## src/rtl/sysdec_pkg.sv

```systemverilog
package sysdec_pkg;

    localparam int ADDR_W   = 32;
    localparam int MB_W     = ADDR_W - 20;
    localparam int TOLM_W   = MB_W + 1;
    localparam int SIZE_W   = MB_W + 1;
    localparam int DATA_W   = 32;

    localparam logic [TOLM_W-1:0] TOLM_MAX = TOLM_W'(1) << MB_W;

    typedef enum logic [1:0] {
        TGT_DRAM = 2'd0,
        TGT_IO   = 2'd1,
        TGT_IRQ  = 2'd2
    } target_e;

    typedef enum logic [1:0] {
        SEL_FWWIN = 2'd0,
        SEL_TOLM  = 2'd1,
        SEL_PBASE = 2'd2,
        SEL_PSIZE = 2'd3
    } cfg_sel_e;

    typedef struct packed {
        logic              fw_rd_en;
        logic              fw_wr_en;
        logic [TOLM_W-1:0] tolm_mb;
        logic [MB_W-1:0]   prot_base;
        logic [SIZE_W-1:0] prot_size;
        logic              prot_en;
    } cfg_t;

    typedef struct packed {
        logic [ADDR_W-1:0] addr;
        logic              write;
        logic              smm;
    } req_t;

    typedef struct packed {
        target_e target;
        logic    blocked;
    } dec_t;

    function automatic logic is_irq(input logic [ADDR_W-1:0] a);
        return (a[31:20] == 12'hFEC) || (a[31:20] == 12'hFEE);
    endfunction

    function automatic logic is_fw_window(input logic [ADDR_W-1:0] a);
        return (a[31:16] == 16'h000F);
    endfunction

    function automatic logic [TOLM_W-1:0] clamp_tolm(input logic [DATA_W-1:0] d);
        logic [TOLM_W-1:0] v;
        v = d[TOLM_W-1:0];
        return (v > TOLM_MAX) ? TOLM_MAX : v;
    endfunction

endpackage

```

## src/rtl/sysdec_cfg.sv

```systemverilog
module sysdec_cfg
    import sysdec_pkg::*;
#(
    parameter int TOLM_RESET_MB = 2048
) (
    input  logic              clk,
    input  logic              rst,
    input  logic              we,
    input  logic [1:0]        sel,
    input  logic [DATA_W-1:0] wdata,
    output cfg_t              cfg
);

    localparam logic [TOLM_W-1:0] TOLM_RST = TOLM_W'(TOLM_RESET_MB);

    always_ff @(posedge clk) begin
        if (rst) begin
            cfg.fw_rd_en  <= 1'b0;
            cfg.fw_wr_en  <= 1'b0;
            cfg.tolm_mb   <= TOLM_RST;
            cfg.prot_base <= '0;
            cfg.prot_size <= '0;
            cfg.prot_en   <= 1'b0;
        end else if (we) begin
            unique case (cfg_sel_e'(sel))
                SEL_FWWIN: begin
                    cfg.fw_rd_en <= wdata[0];
                    cfg.fw_wr_en <= wdata[1];
                end
                SEL_TOLM:  cfg.tolm_mb   <= clamp_tolm(wdata);
                SEL_PBASE: cfg.prot_base <= wdata[MB_W-1:0];
                SEL_PSIZE: begin
                    cfg.prot_size <= wdata[SIZE_W-1:0];
                    cfg.prot_en   <= wdata[31];
                end
                default: ;
            endcase
        end
    end


    tolm_cap_chk: assert property (@(posedge clk) disable iff (rst)
        cfg.tolm_mb <= TOLM_MAX);


    cfg_hold_chk: assert property (@(posedge clk) disable iff (rst)
        !$past(we) |-> $stable(cfg));

endmodule

```

## src/rtl/sysdec_route.sv

```systemverilog
module sysdec_route
    import sysdec_pkg::*;
(
    input  req_t req,
    input  cfg_t cfg,
    output dec_t dec
);

    logic [MB_W-1:0]   mb;
    logic [SIZE_W:0]   prot_end;
    logic              prot_hit;
    target_e           base_tgt;

    assign mb       = req.addr[ADDR_W-1:20];
    assign prot_end = {2'b00, cfg.prot_base} + {1'b0, cfg.prot_size};
    assign prot_hit = cfg.prot_en
                    && ({2'b00, mb} >= {2'b00, cfg.prot_base})
                    && ({2'b00, mb} <  prot_end);

    always_comb begin
        if (is_irq(req.addr)) begin
            base_tgt = TGT_IRQ;
        end else if (is_fw_window(req.addr)) begin
            if (req.write) base_tgt = cfg.fw_wr_en ? TGT_DRAM : TGT_IO;
            else           base_tgt = cfg.fw_rd_en ? TGT_DRAM : TGT_IO;
        end else if (mb == '0) begin
            base_tgt = TGT_DRAM;
        end else if ({1'b0, mb} < cfg.tolm_mb) begin
            base_tgt = TGT_DRAM;
        end else begin
            base_tgt = TGT_IO;
        end
    end

    always_comb begin
        dec.target  = base_tgt;
        dec.blocked = 1'b0;
        if (base_tgt == TGT_DRAM && prot_hit && !req.smm) begin
            dec.target  = TGT_IO;
            dec.blocked = 1'b1;
        end
    end


    irq_route_chk: assert final (!is_irq(req.addr) || dec.target == TGT_IRQ);

endmodule

```

## src/rtl/sys_addr_decoder.sv

```systemverilog
module sys_addr_decoder
    import sysdec_pkg::*;
#(
    parameter int TOLM_RESET_MB = 2048
) (
    input  logic              clk,
    input  logic              rst,
    input  logic              cfg_we,
    input  logic [1:0]        cfg_sel,
    input  logic [DATA_W-1:0] cfg_wdata,
    input  logic              req_valid,
    input  logic [ADDR_W-1:0] req_addr,
    input  logic              req_write,
    input  logic              req_smm,
    output logic              rsp_valid,
    output logic [1:0]        rsp_target,
    output logic              rsp_blocked
);

    cfg_t cfg;
    req_t req;
    dec_t dec;
    dec_t dec_q;

    assign req = '{addr: req_addr, write: req_write, smm: req_smm};

    sysdec_cfg #(.TOLM_RESET_MB(TOLM_RESET_MB)) u_cfg (
        .clk   (clk),
        .rst   (rst),
        .we    (cfg_we),
        .sel   (cfg_sel),
        .wdata (cfg_wdata),
        .cfg   (cfg)
    );

    sysdec_route u_route (
        .req (req),
        .cfg (cfg),
        .dec (dec)
    );

    always_ff @(posedge clk) begin
        if (rst) begin
            rsp_valid <= 1'b0;
            dec_q     <= '{target: TGT_DRAM, blocked: 1'b0};
        end else begin
            rsp_valid <= req_valid;
            if (req_valid) dec_q <= dec;
        end
    end

    assign rsp_target  = dec_q.target;
    assign rsp_blocked = dec_q.blocked;


    rsp_strobe_chk: assert property (@(posedge clk) disable iff (rst)
        rsp_valid == $past(req_valid));


    rsp_hold_chk: assert property (@(posedge clk) disable iff (rst)
        !$past(req_valid) |-> ($stable(rsp_target) && $stable(rsp_blocked)));


    blocked_io_chk: assert property (@(posedge clk) disable iff (rst)
        rsp_blocked |-> rsp_target == TGT_IO);


    smm_never_blocked_chk: assert property (@(posedge clk) disable iff (rst)
        ($past(req_valid) && $past(req_smm)) |-> !rsp_blocked);


    irq_out_chk: assert property (@(posedge clk) disable iff (rst)
        ($past(req_valid) && $past(is_irq(req_addr))) |-> rsp_target == TGT_IRQ);


    code_legal_chk: assert property (@(posedge clk) disable iff (rst)
        rsp_target != 2'd3);

endmodule

```

## config.mk

```make
export PLATFORM = sky130hd
export DESIGN_NAME = sys_addr_decoder
export DESIGN_NICKNAME = d
export VERILOG_FILES = /design/src/rtl/sysdec_pkg.sv /design/src/rtl/sysdec_cfg.sv /design/src/rtl/sysdec_route.sv /design/src/rtl/sys_addr_decoder.sv
export SDC_FILE = /design/constraint.sdc
export NUM_CORES = 1
export LEC_CHECK = 0
export ABC_CLOCK_PERIOD_IN_PS = 6200
export BUFFER_PORTS_ARGS = -buffer_cell sky130_fd_sc_hd__buf_4
export CORE_ASPECT_RATIO = 1.5
export CORE_MARGIN = 3
export CORE_UTILIZATION = 58
export CTS_CLUSTER_SIZE = 14
export DETAILED_ROUTE_END_ITERATION = 12
export GPL_TIMING_DRIVEN = 0
export PLACE_DENSITY = 0.86
export SETUP_SLACK_MARGIN = 0.05
export SLEW_MARGIN = 20
export SYNTH_ARGS = -nofsm -noshare
export SYNTH_HDL_FRONTEND = slang
export SYNTH_SLANG_ARGS = --single-unit
```

## constraint.sdc

```tcl
create_clock -name clk -period 6.2 [get_ports clk]
set_clock_uncertainty 0.15 [all_clocks]
set_input_delay 0.93 -clock clk [delete_from_list [all_inputs] [get_ports clk]]
set_output_delay 0.93 -clock clk [all_outputs]
set_load 0.1 [all_outputs]
```

==> impl_results.md, run 1 <==
* Grt total ovfl at 0
* Seq/Total Area, Yosys at 29.5%
* Avg Vias per Cell at 5.69
* Vias post-DR at 2845
* CP Data Required Time at 6.23 ns
* Fmax at 0.279 GHz
* DIE AREA at 6190 sq um
* Htree depth at 2
* Initial Util at 61.5%
* Synthesized net count at 506
* Gate Count Post-Synth at 387
* Synth area leader: dfxtp_1
* Power consumption at 0.616 mW
* CP Capture Type: flip-flop
* Final setup viols at 0
* Crit path max-delay family: compound AO/OA/AOI/OAI gates
* First-pass GRT wire length at 12400 microns
* RSZ-0062 raised after global routing: no
* Core Area at 4960 sq um
* Worst-path fanout max at 3
* Async set-reset flop share out of synthesis at 0%
* Worst path slowest cell: fa_1
* Worst-path cell chain: ha_1, fa_1, a211oi_1, o21ai_1, a41o_1, a21o_1, a21oi_1, xor2_1, ha_1, nor3_1, o21ai_0, a21oi_1, o21a_1, a211o_1, o211ai_2, o211ai_1
* Placer Congestion at 0.875
* Largest net degree at the start of global routing at 16
* Iteration-0 DRC Markers at 197
* Worst-Skew Late Latency at 0.30 ns
* Routed Antenna Nets at 0
* IO buf count at 39
* PwrDens at 175 nW/um^2
* Share of layout cells above drive strength 1 at 12.2%
* WP buf/inv at 0
* ANT cells at 0
* CTS tree: done
* YS warnings at 0
* Largest cells by area after synthesis: dfxtp_1, ha_1, a21oi_1
* Final hold violations at 0
* Final min period at 3.59 ns
* # IOs at 76
* Max-cap violations at 0
* DIE HEIGHT at 94.9 microns
* Max transition margin at 59.4%
* Slew Limit Fails at 0
* Worst Hold Class: reg2reg
* Post-CTS Setup Bufs at 0
* Main flop type after synthesis: dfxtp_1
* Clk slew on worst S/H paths at 0.09 ns
* Row count at 31
* DR WL/cell at 15.0 microns
* Setup tns final at 0 ns
* Max clock buf depth at 2
* Yosys reg bits at 45
* Max VDD drop at 0.000178 V
* Outcome: finished clean
* DR DRC count at 0
* Root buffer cell: clkbuf_8
* Netlist cell types at 44
* LEAKAGE at 1.50 nW
* Synthesized area per cell at 7.90 sq um
* Startpoint class of the critical path: flip-flop
* Worst Path Class, Setup: reg2reg
* Die Wd at 65.3 microns
* Hold Slack at 0.310 ns
* Worst-Margin Slew at 0.593 ns
* Synth top area share at 29.5%
* Total track usage at 25.7%
* Worst path arrival time at 3.61 ns
* Part of the cycle the worst path needs at 57.8%
* Detailed Routing Iterations Pass 1 at 4
* Most common cell in the synthesized netlist: nand2_1
* Fin util at 70.9%
* Initial antenna violation count at 0
* CTS sink cnt at 45
* Final WL at 7520 microns
* Mapped Area at 3060 sq um
* CTS Hold Bufs at 0
* CP peak stage delay at 0.44 ns
* Area delta synth->final at 15.2%
* Final nets at 552
* Number of synthesized flops with an enable pin at 0
* DPL Wire Length at 6190 microns
* PostCTS Resize Cnt at 0
* Commonest cells in the synthesized netlist: nand2_1, a21oi_1, ha_1
* Inserted Clock Buffers at 5
* Number of global-route vias before repair at 2756
-- layout make-up --
cell class / count / area (sq um)
Timing Repair Buffer: 39 / 293
Clock buffer: 5 / 68.8
Fill cell: 417 / 1440
Buffer: 12 / 45.0
Sequential cell: 45 / 901
Clock inverter: 3 / 21.3
Multi-Input combinational cell: 299 / 1990
Tap cell: 66 / 82.6
Inverter: 31 / 116
-- worst min-delay path, stage by stage (launching register included) --
cell	delay [ns]
dfxtp_1	0.32
nand2_1	0.05
a21oi_1	0.05
-- metrics by stage --
step | worst slack, ns | area (sq um) | std cells
floorplan | 3.00 | 3060 | 387
global placement | 2.66 | 3430 | 492
detailed placement | 2.63 | 3430 | 492
CTS | 2.62 | 3520 | 500
global route | 2.38 | 3520 | 500
finish | 2.61 | 3520 | 500
-- kinds of logic after synthesis --
| group | synth area share, % |
|---|---|
| simple gates | 20.0 |
| compound gates | 21.5 |
| fa+ha+maj | 19.5 |
| flops | 29.5 |
| buf+inv | 5.28 |
| xor+xnor | 2.58 |
| mux | 1.68 |
-- flip-flops by register name, indices dropped and copies added, names as in the netlist --
name and cells:
rsp_blocked 1, rsp_target 2, u_cfg.cfg 41, rsp_valid 1
-- placed cells by master (no fill, tap or decap), types with 2 or more instances in the layout --
master,count
nand2_1,64
nor2_1,21
a21o_1,9
or2_2,2
o21ai_0,14
nand3_1,5
nand4_1,5
a31oi_1,3
o211ai_1,3
nor3b_1,6
xnor2_1,6
xor2_1,3
nand3b_1,2
a22oi_1,6
or3_1,2
mux2i_1,4
dfxtp_1,45
inv_1,31
clkbuf_1,12
ha_1,46
nor4_1,7
buf_4,39
a21oi_1,51
nor3_1,5
nor2b_1,5
clkbuf_8,5
a211oi_1,5
nand2b_1,4
and3_1,2
a41oi_1,2
o21a_1,2
-- per-layer routing --
metal	vias up	GRT usage, %	wire length (microns)
li1	1461	-	-
met1	1300	29.5	3040
met2	71	47.1	3950
met3	13	3.10	344
met4	0	10.9	186
met5	-	0	0
-- report_power, final --
part / internal, mW / switching (mW)
Clock: 0.0800 / 0.105
Sequential: 0.298 / 0.00593
Combinational: 0.0542 / 0.0735
-- path summary, 6_finish.rpt --
| kind | from | to | slack [ns] | cells after the start |
|---|---|---|---|---|
| worst max-delay path | u_cfg.cfg[14] | rsp_target[0] | 2.61 | 16 |
| worst min-delay path | u_cfg.cfg[0] | u_cfg.cfg[0] | 0.31 | 2 |
| worst max register to register | u_cfg.cfg[14] | rsp_target[0] | 2.61 | 16 |
| worst min register to register | u_cfg.cfg[0] | u_cfg.cfg[0] | 0.31 | 2 |
(Power assumes the default switching activity.)
==> run 2, diff against run 1 <==
- ABC_CLOCK_PERIOD_IN_PS: 6200 -> 3700
- CORE_UTILIZATION: 58 -> 54
- PLACE_DENSITY: 0.86 -> 0.81
- clock period: 6.2 -> 3.7 ns (I/O delays scaled with it)
==> run 2 against run 1 <==
Against the previous run:
- first-iteration DRC count is 42% lower
- routed wire length decreased by 1.8%
- register-to-register slack lost 2.3 ns
- combinational power rose by 68%
- final area increased by 1.5%
- sequential cell count did not move
- setup slack got worse by 2.3 ns
- critical endpoint unchanged
==> impl_results.md, run 2 (same netlist as run 1, synthesis figures left out) <==
* Outcome: finished clean
* Net Sw Power at 0.287 mW (+56%)
* Crit path capture: rsp_target[0]
* Iteration-0 DRC Markers at 114 (-42%)
* DR WL/cell at 14.7 microns (-2.2%)
* CP peak stage delay at 0.39 ns (-0.05 ns)
* Slew Limit Fails at 0 (unchanged)
* Htree depth at 2 (unchanged)
* Fmax at 0.292 GHz (+4.8%)
* Placed cell area at 3430 sq um (about the same)
* Commonest non-fill, non-tap cell in the layout: nand2_1
* Internal power at 0.787 mW (+82%)
* Final hold violations at 0 (unchanged)
* Worst-Skew Late Latency at 0.29 ns (about the same)
* Share of layout cells above drive strength 1 at 14.3% (+2.1 points)
* Detailed Routing Iterations Pass 1 at 5 (+1)
* Initial antenna violation count at 0 (unchanged)
* Most frequent cells in the layout: nand2_1, a21oi_1, ha_1
* Worst Path Class, Setup: reg2reg
* Max-cap violations at 0 (unchanged)
* Largest net degree at the start of global routing at 14 (-2)
* Max transition margin at 48.1% (-11 points)
* CTS sink cnt at 45 (unchanged)
* Worst-Margin Slew at 0.758 ns (+0.165 ns)
* Largest register FFs at 41 (unchanged)
* DIE AREA at 6620 sq um (+6.8%)
* Clk slew on worst S/H paths at 0.08 ns (about the same)
* Core Area at 5330 sq um (+7.3%)
* Row count at 32 (+3.2%)
* DPL Wire Length at 6070 microns (-1.8%)
* # IOs at 76 (unchanged)
* Worst-path cell chain: ha_2, fa_2, a211oi_2, o21ai_1, a41o_1, a21o_1, a21oi_2, xor2_1, ha_2, nor3_2, o21ai_1, a21oi_1, o21a_1, a211o_1, o211ai_2, o211ai_1
* Worst-path fanout max at 3 (unchanged)
* Reg2reg setup slack at 0.28 ns (-2.34 ns)
* Worst Hold Class: reg2reg
* ANT cells at 0 (unchanged)
* Max VDD drop at 0.000418 V (+140%)
* CP Capture Type: flip-flop
* Reg with most FFs: u_cfg.cfg
* Finished Cell Area at 3570 sq um (+1.5%)
* Final min period at 3.42 ns (-0.163 ns)
* Worst r2r path cells at 16 (unchanged)
* CTS tree: done
* DR DRC count at 0 (unchanged)
* First-pass GRT wire length at 12600 microns (+1.5%)
* Sw Ratio at 26.7% (-3.2 points)
* Seq pwr share at 47.4% (-1.9 points)
* Power consumption at 1.07 mW (+74%)
* Combinational power share at 20.1% (-0.6 points)
* Placer Congestion at 0.903 (+3.2%)
* Routed Antenna Nets at 0 (unchanged)
* Worst reg2reg endpoint: rsp_target[0]
* Final setup margin at 0.278 ns (-2.34 ns)
* Final WL at 7380 microns (-1.8%)
* Final nets at 553 (+0.18%)
* LEAKAGE at 1.51 nW (+0.84%)
* RR Startpoint: u_cfg.cfg[14]
* Number of global-route vias before repair at 2900 (+5.2%)
* Final setup viols at 0 (unchanged)
* Setup tns final at 0 ns (unchanged)
* Worst path slowest cell: fa_2
* Fin cells at 502 (+0.40%)
* Root buffer cell: clkbuf_8
* Total track usage at 24.2% (-1.5 points)
* Startpoint class of the critical path: flip-flop
* CP Data Required Time at 3.72 ns (-2.51 ns)
* Part of the cycle the worst path needs at 92.5% (+35 points)
* Vias post-DR at 2848 (+0.11%)
* PwrDens at 300 nW/um^2 (+72%)
* Hold Slack at 0.299 ns (-0.0115 ns)
* Crit path from: u_cfg.cfg[14]
* RSZ-0062 raised after global routing: no
* Initial Util at 57.4% (-4.2 points)
* DIE HEIGHT at 98.1 microns (+3.4%)
* Placed cells at 494 (+0.41%)
* Die Wd at 67.4 microns (+3.3%)
* Avg Vias per Cell at 5.67 (-0.29%)
* Fin util at 67.1% (-3.8 points)
* Inserted Clock Buffers at 5 (unchanged)
* Area delta synth->final at 16.9%
* Clock share of power at 32.5% (+2.5 points)
* Worst path arrival time at 3.44 ns (-0.17 ns)
* IO buf count at 39 (unchanged)
* Worst slack at placement at 0.0956 ns (-2.53 ns)
* Max clock buf depth at 2 (unchanged)
* Grt total ovfl at 0 (unchanged)
run 2: cell types whose count changed in the layout (fill, tap and decap cells not counted), sizes merged:
| cell | delta |
|---|---|
| inv | -1 |
| buf | +1 |
| bufinv | +1 |
| clkinvlp | -1 |
run 2: per-layer routing:
| metal | GRT usage (%) | up-vias | share of wire (%) |
|---|---|---|---|
| met2 | 42.3 | 74 | 51 |
| met4 | 9.69 | 0 | 3.5 |
| met5 | 0 | - | 0 |
| met3 | 2.99 | 22 | 3.4 |
| li1 | - | 1462 | - |
| met1 | 29.1 | 1290 | 43 |
run 2: final cells by class:
class / instances / area, sq um
plain buffers: 12 / 45.0
flip-flops and latches: 45 / 903
inverters: 31 / 116
well taps: 68 / 85.1
multi-input cells: 299 / 2020
repair buffers: 40 / 300
fillers: 475 / 1750
clock buffers: 5 / 68.8
clock inverters: 2 / 35.0
run 2: critical path, delay by kind of cell, from the launching register on:
family | cells | cell delay (ns)
adder cells (fa/ha/maj) | 3 | 0.81
flip-flops | 1 | 0.34
AO/OA/AOI/OAI | 11 | 1.80
XOR/XNOR | 1 | 0.16
AND/OR/NAND/NOR | 1 | 0.05
run 2: how the worst min path moves through the flow:
stage	end	start	cells after the start
floorplan	u_cfg.cfg[0]	u_cfg.cfg[0]	2
global placement	rsp_blocked	rsp_blocked	2
detailed placement	rsp_blocked	rsp_blocked	2
CTS	rsp_blocked	rsp_blocked	2
global route	rsp_blocked	rsp_blocked	2
finish	rsp_blocked	rsp_blocked	2
run 2: power groups by stage:
stage	clock network (mW)	registers, mW	logic [mW]
final	0.349	0.509	0.215
after detailed placement	0	0.520	0.210
after floorplan	0	0.528	0.118
after global routing	0.372	0.511	0.245
after CTS	0.354	0.509	0.213
after global placement	0	0.519	0.205
run 2: timing repair:
item / CTS / global route
endpoints found under the setup margin: 0 / 2
endpoints found under the hold margin: 0 / 0
gates resized for setup: 0 / 10
hold buffers: 0 / 0
setup buffers: 0 / 1
==> run 3, diff against run 2 <==
- BUFFER_PORTS_ARGS: -buffer_cell sky130_fd_sc_hd__buf_4 -> default
- CORE_UTILIZATION: 54 -> 60
- DONT_BUFFER_PORTS: default -> 1
- PLACE_DENSITY: 0.81 -> 0.76
==> run 3 against run 2 <==
Against the previous run:
- critical endpoint unchanged
- core utilization up 0.40 points
- critical path depth stayed put
- combinational power fell by 29%
- critical path type unchanged
- highest routed layer unchanged
- routed wire length fell by 0.57%
- total power decreased by 1.7%
- non-clock buffer count fell by 38
- largest cell class unchanged
- worst hold slack got worse by 0.063 ns
- clock power rose by 9.5%
- via count is 2.6% lower
- die area shrank 9.3%
- final area down 7.7%
==> impl_results.md, run 3 (same netlist as run 1, synthesis figures left out) <==
* LEAKAGE at 1.33 nW (-12%)
* Hold Slack at 0.236 ns (-0.0625 ns)
* Vias post-DR at 2773 (-2.6%)
* Routed Antenna Nets at 0 (unchanged)
* RR Startpoint: u_cfg.cfg[14]
* Worst reg2reg endpoint: rsp_target[0]
* Fmax at 0.291 GHz (-0.51%)
* CP peak stage delay at 0.42 ns (+0.03 ns)
* Worst Hold Launch: cfg_wdata[1]
* Placer Congestion at 0.922 (+2.1%)
* Crit path max-delay family: compound AO/OA/AOI/OAI gates
* CP Capture Type: flip-flop
* Final hold violations at 0 (unchanged)
* Core Area at 4890 sq um (-8.2%)
* CTS Hold Bufs at 0 (unchanged)
* Htree depth at 2 (unchanged)
* CTS tree: done
* Max transition margin at 35.3% (-13 points)
* Avg Vias per Cell at 5.99 (+5.6%)
* Total track usage at 25.5% (+1.3 points)
* Max clock buf depth at 2 (unchanged)
* Worst Path Class, Setup: reg2reg
* WP buf/inv at 0 (unchanged)
* Die Wd at 64.3 microns (-4.7%)
* Placed cells at 453 (-8.3%)
* DPL Wire Length at 6030 microns (-0.65%)
* DIE AREA at 6000 sq um (-9.3%)
* Row count at 31 (-3.1%)
* Final nets at 515 (-6.9%)
* First-pass GRT wire length at 12000 microns (-4.6%)
* WHS Path Cells at 2 (unchanged)
* Worst-path fanout max at 3 (unchanged)
* Final min period at 3.44 ns (+0.0175 ns)
* Grt total ovfl at 0 (unchanged)
* Most frequent cells in the layout: nand2_1, a21oi_1, ha_1
* PwrDens at 320 nW/um^2 (+6.4%)
* Initial antenna violation count at 0 (unchanged)
* Worst-Margin Slew at 0.969 ns (+0.211 ns)
* Worst path arrival time at 3.46 ns (+0.02 ns)
* Final setup viols at 0 (unchanged)
* DIE HEIGHT at 93.4 microns (-4.8%)
* Startpoint class of the critical path: flip-flop
* Worst r2r path cells at 16 (unchanged)
* Outcome: finished clean
* IO buf count at 0 (-100%)
* # IOs at 76 (unchanged)
* Largest net degree at the start of global routing at 15 (+1)
* Largest register FFs at 41 (unchanged)
* Hold Crit Endpoint: u_cfg.cfg[2]
* Commonest non-fill, non-tap cell in the layout: nand2_1
* Clk slew on worst S/H paths at 0.08 ns (about the same)
* Crit path from: u_cfg.cfg[14]
* Fin cells at 463 (-7.8%)
* RSZ-0062 raised after global routing: no
* Worst-Skew Late Latency at 0.29 ns (about the same)
* Area delta synth->final at 7.94%
* DR WL/cell at 15.9 microns (+7.8%)
* Setup tns final at 0 ns (unchanged)
* Worst path slowest cell: fa_2
* CTS sink cnt at 45 (unchanged)
* Reg2reg setup slack at 0.26 ns (-0.02 ns)
* CP Data Required Time at 3.72 ns (about the same)
* Detailed Routing Iterations Pass 1 at 4 (-1)
* Worst-path cell chain: ha_2, fa_2, a211oi_2, o21ai_1, a41o_1, a21o_1, a21oi_2, xor2_1, ha_1, nor3_1, o21ai_0, a21oi_1, o21a_1, a211o_1, o211ai_2, o211ai_1
* Number of global-route vias before repair at 2695 (-7.1%)
* Inserted Clock Buffers at 5 (unchanged)
* Slew Limit Fails at 0 (unchanged)
* Max VDD drop at 0.000316 V (-24%)
* Final WL at 7340 microns (-0.57%)
* Iteration-0 DRC Markers at 92 (-19%)
* Initial Util at 62.5% (+5.1 points)
* Part of the cycle the worst path needs at 93.0% (+0.47 points)
* Max-cap violations at 0 (unchanged)
* Root buffer cell: clkbuf_8
* ANT cells at 0 (unchanged)
* Reg with most FFs: u_cfg.cfg
* Worst Hold Class: in2reg
* DR DRC count at 0 (unchanged)
* Power consumption at 1.05 mW (-1.7%)
* Share of layout cells above drive strength 1 at 6.05% (-8.2 points)
-- run 3: stage by stage --
step                setup WS, ns  util, %  cell area, sq um
global placement           0.117     64.2              3140
global route              0.0631     67.5              3300
floorplan                  0.503        -              3060
detailed placement        0.0584     64.2              3140
CTS                       0.0814     66.8              3260
finish                     0.260     67.5              3300
-- run 3: metal layers --
metal	track usage, %	wire length [microns]	vias to the layer above
met5	0	0	-
met4	9.70	163	0
met3	3.25	373	14
met2	46.7	3850	61
met1	29.6	2960	1304
li1	-	-	1394
-- run 3: area by class of cell --
type                    instances  area (sq um)
multi-input cells             299          2020
fillers                       477          1590
flip-flops and latches         45           903
inverters                      31           116
clock buffers                   6          82.6
well taps                      66          82.6
plain buffers                  12          45.0
clock inverters                 2          37.5
repair buffers                  2          15.0
-- run 3: report_power, final --
group          total [mW]  switching (mW)  leakage (nW)  internal (mW)
Clock               0.382           0.162        0.0574          0.219
Combinational       0.153          0.0863         0.905         0.0670
Sequential          0.520          0.0211         0.366          0.499
-- run 3: worst max path at each step --
stage          cells past startpoint            end  slack (ns)
2_1_floorplan                     15  rsp_target[0]        0.50
3_3_place_gp                      16  rsp_target[0]        0.12
3_5_place_dp                      16  rsp_target[0]        0.06
4_1_cts                           16  rsp_target[0]        0.08
5_1_grt                           14  rsp_target[0]        0.06
6_report                          16  rsp_target[0]        0.26
-- run 3: repair_timing --
item	in CTS	in global routing
hold endpoints to repair	0	0
endpoints found under the setup margin	1	2
setup buffers	0	2
gates resized for setup	1	8
pin swaps	0	5
-- run 3: worst reg2reg max path: cells and delay by family, from the launching register on --
family          cells  cell delay, ns
compound gates     11            1.78
xor+xnor            1            0.17
fa+ha+maj           3            0.82
flops               1            0.34
simple gates        1            0.06
